$ cat src/rtl/optbl_seq.sv
module optbl_seq #(
  parameter int          NSTATE    = 5,
  parameter int          DW        = 32,
  parameter int          AW        = 8,
  parameter int          CW        = 4,
  parameter logic [7:0]  CMD_GMAP  = 8'h30,
  parameter logic [7:0]  CMD_GST   = 8'h40,
  parameter logic [7:0]  CMD_SST   = 8'h41,
  parameter logic [7:0]  CMD_EN    = 8'h11,
  parameter logic [AW-1:0] ID_ADDR = 8'h34,
  parameter logic [AW-1:0] FQ_ADDR = 8'h50,
  parameter logic [DW-1:0] ID_VAL  = 32'hA11600D1,
  parameter logic [CW-1:0] RC_INV  = 4'd1,
  parameter logic [CW-1:0] RC_UNS  = 4'd2,
  parameter logic [CW-1:0] E_IDENT = 4'd8,
  parameter logic [CW-1:0] E_RANGE = 4'd9
) (
  input  logic                 clk,
  input  logic                 rst_n,
  input  logic                 start,
  output logic                 req_valid,
  output logic [7:0]           req_cmd,
  output logic [DW-1:0]        req_arg,
  input  logic                 rsp_valid,
  input  logic [CW-1:0]        rsp_code,
  input  logic [DW-1:0]        rsp_arg,
  output logic                 rd_en,
  output logic [AW-1:0]        rd_addr,
  input  logic                 rd_valid,
  input  logic [DW-1:0]        rd_data,
  output logic                 busy,
  output logic                 done,
  output logic [CW-1:0]        err_code,
  output logic                 tbl_valid,
  output logic [NSTATE*DW-1:0] tbl_freq,
  output logic [NSTATE*$clog2(NSTATE)-1:0] tbl_idx,
  output logic [DW-1:0]        cur_freq
);
  localparam int SW = $clog2(NSTATE);
  localparam logic [SW-1:0] LAST = SW'(NSTATE - 1);

  typedef enum logic [3:0] {
    S_IDLE, S_MAGIC, S_PROBE, S_SAVE, S_SET, S_FREQ, S_RESTORE, S_ENABLE, S_CUR
  } st_t;

  st_t            st;
  logic           launched;
  logic [SW-1:0]  idx;
  logic [DW-1:0]  saved;
  logic [DW-1:0]  ent_f [NSTATE];
  logic [SW-1:0]  ent_i [NSTATE];

  wire is_cmd = (st == S_PROBE) || (st == S_SAVE) || (st == S_SET) ||
                (st == S_RESTORE) || (st == S_ENABLE) || (st == S_CUR);
  wire is_rd  = (st == S_MAGIC) || (st == S_FREQ);

  assign busy      = (st != S_IDLE);
  assign req_valid = is_cmd && !launched;
  assign rd_en     = is_rd && !launched;
  assign rd_addr   = (st == S_MAGIC) ? ID_ADDR : FQ_ADDR;

  always_comb begin
    req_cmd = CMD_GST;
    req_arg = '0;
    case (st)
      S_PROBE:   req_cmd = CMD_GMAP;
      S_SET:     begin req_cmd = CMD_SST; req_arg = {{(DW-SW){1'b0}}, idx}; end
      S_RESTORE: begin req_cmd = CMD_SST; req_arg = saved; end
      S_ENABLE:  req_cmd = CMD_EN;
      default:   req_cmd = CMD_GST;
    endcase
  end

  wire [DW-1:0] khz = (rd_data << 10) - (rd_data << 4) - (rd_data << 3);

  genvar g;
  generate
    for (g = 0; g < NSTATE; g++) begin : g_out
      assign tbl_freq[g*DW +: DW] = ent_f[g];
      assign tbl_idx[g*SW +: SW]  = ent_i[g];
    end
  endgenerate

  wire got_rsp = is_cmd && launched && rsp_valid;
  wire got_rd  = is_rd && launched && rd_valid;
  wire rsp_bad = (rsp_code != '0);

  always_ff @(posedge clk) begin
    if (!rst_n) begin
      st        <= S_IDLE;
      launched  <= 1'b0;
      idx       <= '0;
      saved     <= '0;
      done      <= 1'b0;
      err_code  <= '0;
      tbl_valid <= 1'b0;
      cur_freq  <= '0;
      for (int i = 0; i < NSTATE; i++) begin
        ent_f[i] <= '0;
        ent_i[i] <= '0;
      end
    end else begin
      done <= 1'b0;
      if (req_valid || rd_en) launched <= 1'b1;
      if (got_rsp || got_rd)  launched <= 1'b0;
      case (st)
        S_IDLE: if (start) begin
          st        <= S_MAGIC;
          launched  <= 1'b0;
          err_code  <= '0;
          tbl_valid <= 1'b0;
          cur_freq  <= '0;
        end
        S_MAGIC: if (got_rd) begin
          if (rd_data == ID_VAL) st <= S_PROBE;
          else begin st <= S_IDLE; done <= 1'b1; err_code <= E_IDENT; end
        end
        S_PROBE: if (got_rsp) begin
          if (rsp_code == RC_INV || rsp_code == RC_UNS) begin
            st <= S_IDLE; done <= 1'b1; err_code <= rsp_code;
          end else st <= S_SAVE;
        end
        S_SAVE: if (got_rsp) begin
          if (rsp_bad) begin st <= S_IDLE; done <= 1'b1; err_code <= rsp_code; end
          else begin saved <= rsp_arg; idx <= '0; st <= S_SET; end
        end
        S_SET: if (got_rsp) begin
          if (rsp_bad) begin st <= S_IDLE; done <= 1'b1; err_code <= rsp_code; end
          else st <= S_FREQ;
        end
        S_FREQ: if (got_rd) begin
          ent_f[idx] <= khz;
          ent_i[idx] <= idx;
          if (idx == LAST) st <= S_RESTORE;
          else begin idx <= idx + 1'b1; st <= S_SET; end
        end
        S_RESTORE: if (got_rsp) begin
          if (rsp_bad) begin st <= S_IDLE; done <= 1'b1; err_code <= rsp_code; end
          else st <= S_ENABLE;
        end
        S_ENABLE: if (got_rsp) begin
          if (rsp_bad) begin st <= S_IDLE; done <= 1'b1; err_code <= rsp_code; end
          else st <= S_CUR;
        end
        S_CUR: if (got_rsp) begin
          st   <= S_IDLE;
          done <= 1'b1;
          if (rsp_bad) err_code <= rsp_code;
          else if (rsp_arg >= DW'(NSTATE)) err_code <= E_RANGE;
          else begin
            cur_freq  <= ent_f[rsp_arg[SW-1:0]];
            tbl_valid <= 1'b1;
          end
        end
        default: st <= S_IDLE;
      endcase
    end
  end

  AST_IDENT_ABORT: assert property (@(posedge clk) disable iff (!rst_n)
    (rd_valid && st == S_MAGIC && launched && rd_data != ID_VAL) |=> (done && err_code == E_IDENT));
  AST_READ_AFTER_SET: assert property (@(posedge clk) disable iff (!rst_n)
    (rsp_valid && launched && st == S_SET && rsp_code == '0) |=> (rd_en && rd_addr == FQ_ADDR));
  AST_STEP_ABORT: assert property (@(posedge clk) disable iff (!rst_n)
    (rsp_valid && launched && is_cmd && st != S_PROBE && rsp_code != '0) |=> (done && !busy && !tbl_valid));
  AST_VALID_CLEAR: assert property (@(posedge clk) disable iff (!rst_n)
    (start && !busy) |=> !tbl_valid);
  AST_VALID_RISE: assert property (@(posedge clk) disable iff (!rst_n)
    $rose(tbl_valid) |-> (done && err_code == '0));
  AST_DONE_PULSE: assert property (@(posedge clk) disable iff (!rst_n)
    done |=> !done);
  AST_START_BUSY: assert property (@(posedge clk) disable iff (!rst_n)
    (start && !busy) |=> busy);
endmodule

$ cat config.mk
export PLATFORM = sky130hd
export DESIGN_NAME = optbl_seq
export DESIGN_NICKNAME = d
export VERILOG_FILES = /design/src/rtl/optbl_seq.sv
export SDC_FILE = /design/constraint.sdc
export NUM_CORES = 1
export LEC_CHECK = 0
export BUFFER_PORTS_ARGS = -buffer_cell sky130_fd_sc_hd__buf_2
export CAP_MARGIN = 20
export CORE_UTILIZATION = 50
export CTS_CLUSTER_DIAMETER = 150
export DETAILED_ROUTE_END_ITERATION = 6
export PLACE_DENSITY = 0.74
export SKIP_LAST_GASP = 1
export SYNTH_ARGS = -nofsm -noshare
export SYNTH_HDL_FRONTEND = slang
export SYNTH_SLANG_ARGS = --single-unit
$ cat constraint.sdc
create_clock -name clk -period 7.8 [get_ports clk]
set_input_delay 0.39 -clock clk [delete_from_list [all_inputs] [get_ports clk]]
set_output_delay 0.39 -clock clk [all_outputs]
set_load 0.05 [all_outputs]
==> flow_summary.toml <==
[status]
status = "complete, no violations"

[synth]
synth_top_family_by_area = "simple AND/OR/NAND/NOR gates"
synth-simple-area-share_pct = 14.2
ys_seq_area_share_pct = 55.0
synth_fa_ha_area_share_pct = 6.45
synthMuxAreaShare_pct = 10.2
synth_edf_count = 247
ys_ff_latch = 322
synth_compound_area_share_pct = 7.47
synth_top_area_share_pct = 45.8
synth_cell_type_count = 72
synth_top_cells_by_count = "edfxtp_1, nor2_1, nand2_1"
synthTopCellsByArea = "edfxtp_1, dfxtp_1, mux4_2"
netlist_instances = 1384
ys.flop_type = "edfxtp_1"
syn_area_per_cell_um2 = 11.7
synthXorXnorAreaFrac_pct = 1.51
synthesis.area_um2 = 16200
synth_top_area_cell = "edfxtp_1"
yosysWarnings = 0
synthArstFlopShare_pct = 0
yosysMostFrequentCell = "edfxtp_1"

[worst_setup_path]
critPathLaunchType = "register"
critPathMaxStageDelay_ns = 0.86
required_ns = 7.91
crit_family = "simple AND/OR/NAND/NOR gates"
crit_chain = "nand2b_1, nor2_1, nand2_1, nor2_1, nand3_1, or3b_2, nand2_2"
critical_path_class = "reg2reg"
crit_slowest_cell = "or3b_2"
regToRegSetupSlack_ns = 4.02
worst_setup_path_end_kind = "register"
crit_fanout = 32
worstPathArrival_ns = 3.90
cp_common_cell = "nor2_1"
critPathBufInv = 0

[cts]
cts_tree = "done"
htree_levels = 2
cts.sinks = 322
post_cts_buffers = 0
cts.clk_slew.worst_paths_ns = 0.06
clk_latency_ns = 0.51
cts_max_path_buffers = 3
cts-root-buf = "clkbuf_16"
hold_buffers = 0
cts-resized-gates = 0
cts_buffers = 36

[sta]
clock.fmax_ghz = 0.264
setup_tns_ns = 0
hold_violations = 0
fin_crit_ns = 3.78
rsz0062_at_grt = "no"
finalCritPeriodShare_pct = 48.5
relSlewSlack_pct = 29.6
setup_viol = 0
worstMarginPinSlew_ns = 1.05
fin_worst_skew_ns = 0.0228
slew_violations = 0

[grt]
antenna_found_initial = 0
grt_pass1_vias = 11600
grt_pass1_wl_um = 70000
grt_max_degree = 61
grt-ovfl-total = 0
grt_use_total_pct = 28.0

[layout]
fill_cells = 2586
regArea_um2 = 8920
syn2layout_area_growth_pct = 18.7
multi_input_area_um2 = 6630
antenna_cells = 0
final_layout_size_suffix_gt1_share_pct = 28.9
fin_area_um2 = 19200
nNetsFinal = 1817

[drt]
finalWirelength_um = 46400
route.detailed.drc = 0
dr.pass1.iters = 6
wl_per_cell_um = 22.1
vias = 12100
viasPerCell = 5.76
drt_iter0_drc = 946
antenna_left = 0

[placement]
dp_hpwl_um = 32600
place_area_um2 = 18000
gp_congestion = 0.964
io_buffers = 309

[floorplan]
die_x_um = 182
dieArea_um2 = 33100
io-pin-count = 337
rows = 65
start_util_pct = 51.1
dieHeight_um = 182
fp.coreArea_um2 = 31700

[pwr]
ir_drop_uv = 200
p_leak_nw = 7.82
power.total_mw = 4.64
powerDensity_nw_per_um2 = 241

[run]
max-cap-violations = 0

[hold_path]
min_path_type = "in2reg"
==> final timing paths <==
path / from / to / cells past startpoint
worst min-delay path: rsp_arg[17] / saved[17]$_SDFFE_PN0P_ / 3
worst min register to register: saved[29]$_SDFFE_PN0P_ / saved[29]$_SDFFE_PN0P_ / 2
worst max-delay path: st[0]$_SDFFE_PN0P_ / ent_f[4][20]$_SDFFCE_PN0P_ / 7
worst max register to register: st[0]$_SDFFE_PN0P_ / ent_f[4][20]$_SDFFCE_PN0P_ / 7
==> per-stage QoR <==
step,setup WS (ns),util (%),std cells,hold WS (ns)
3_5_place_dp,3.85,56.6,2032,0.441
6_report,4.02,60.7,2098,0.145
3_3_place_gp,4.03,56.6,2031,0.434
2_1_floorplan,4.10,-,1419,0.427
5_1_grt,3.67,60.7,2098,0.139
4_1_cts,4.04,60.3,2093,0.132
==> cells in the final DEF, fill, tap and decap left out, drive strengths merged, types with 12 or more instances in the layout <==
cell,Yosys,routed
edfxtp,247,247
buf,49,324
xnor2,19,19
and2,33,33
nor2,216,216
conb,2,37
nand4,15,15
dfxtp,75,75
mux4,58,58
nand2,117,117
a21oi,111,111
nor3,42,42
clkbuf,59,45
nand3,12,12
o21ai,42,42
inv,73,73
mux2i,33,33
fa,21,21
ha,50,50
==> logic make-up (layout without fill, tap and decap cells) <==
| group | count (synthesis) | after routing |
|---|---|---|
| simple gates | 481 | 481 |
| mux | 92 | 92 |
| flops | 322 | 322 |
| buf+inv | 181 | 458 |
| compound gates | 207 | 207 |
| xor+xnor | 28 | 28 |
| other cells | 2 | 37 |
| fa+ha+maj | 71 | 71 |
==> sequential cells by signal (all words and copies together) (netlist names), 3 cells and up <==
signal / cells
cur_freq: 29
err_code: 4
st: 4
idx: 3
ent_f: 232
saved: 32
ent_i: 15
==> per-layer routing <==
metal | track usage, % | up-vias | wire length (um)
li1 | - | 5451 | -
met1 | 37.4 | 5953 | 18800
met2 | 46.5 | 604 | 22400
met3 | 5.11 | 85 | 3820
met4 | 9.01 | 0 | 1340
met5 | 0 | - | 0
==> area by class of cell <==
type / count / area share (%)
well taps: 402 / 2.61
clock inverters: 16 / 0.976
inverters: 73 / 1.42
repair buffers: 324 / 9.01
flip-flops and latches: 322 / 46.4
multi-input cells: 916 / 34.5
clock buffers: 45 / 5.13
==> worst register-to-register path: stages (launching register included) <==
cell	delay, ns
dfxtp_1	0.59
nand2b_1	0.28
nor2_1	0.23
nand2_1	0.13
nor2_1	0.25
nand3_1	0.21
or3b_2	0.86
nand2_2	0.82
==> report_power, final <==
part / internal [mW] / switching [mW]
combinational: 0.252 / 0.737
sequential: 1.94 / 0.0278
clock: 1.03 / 0.662
Power figures use the tool's default switching activity.
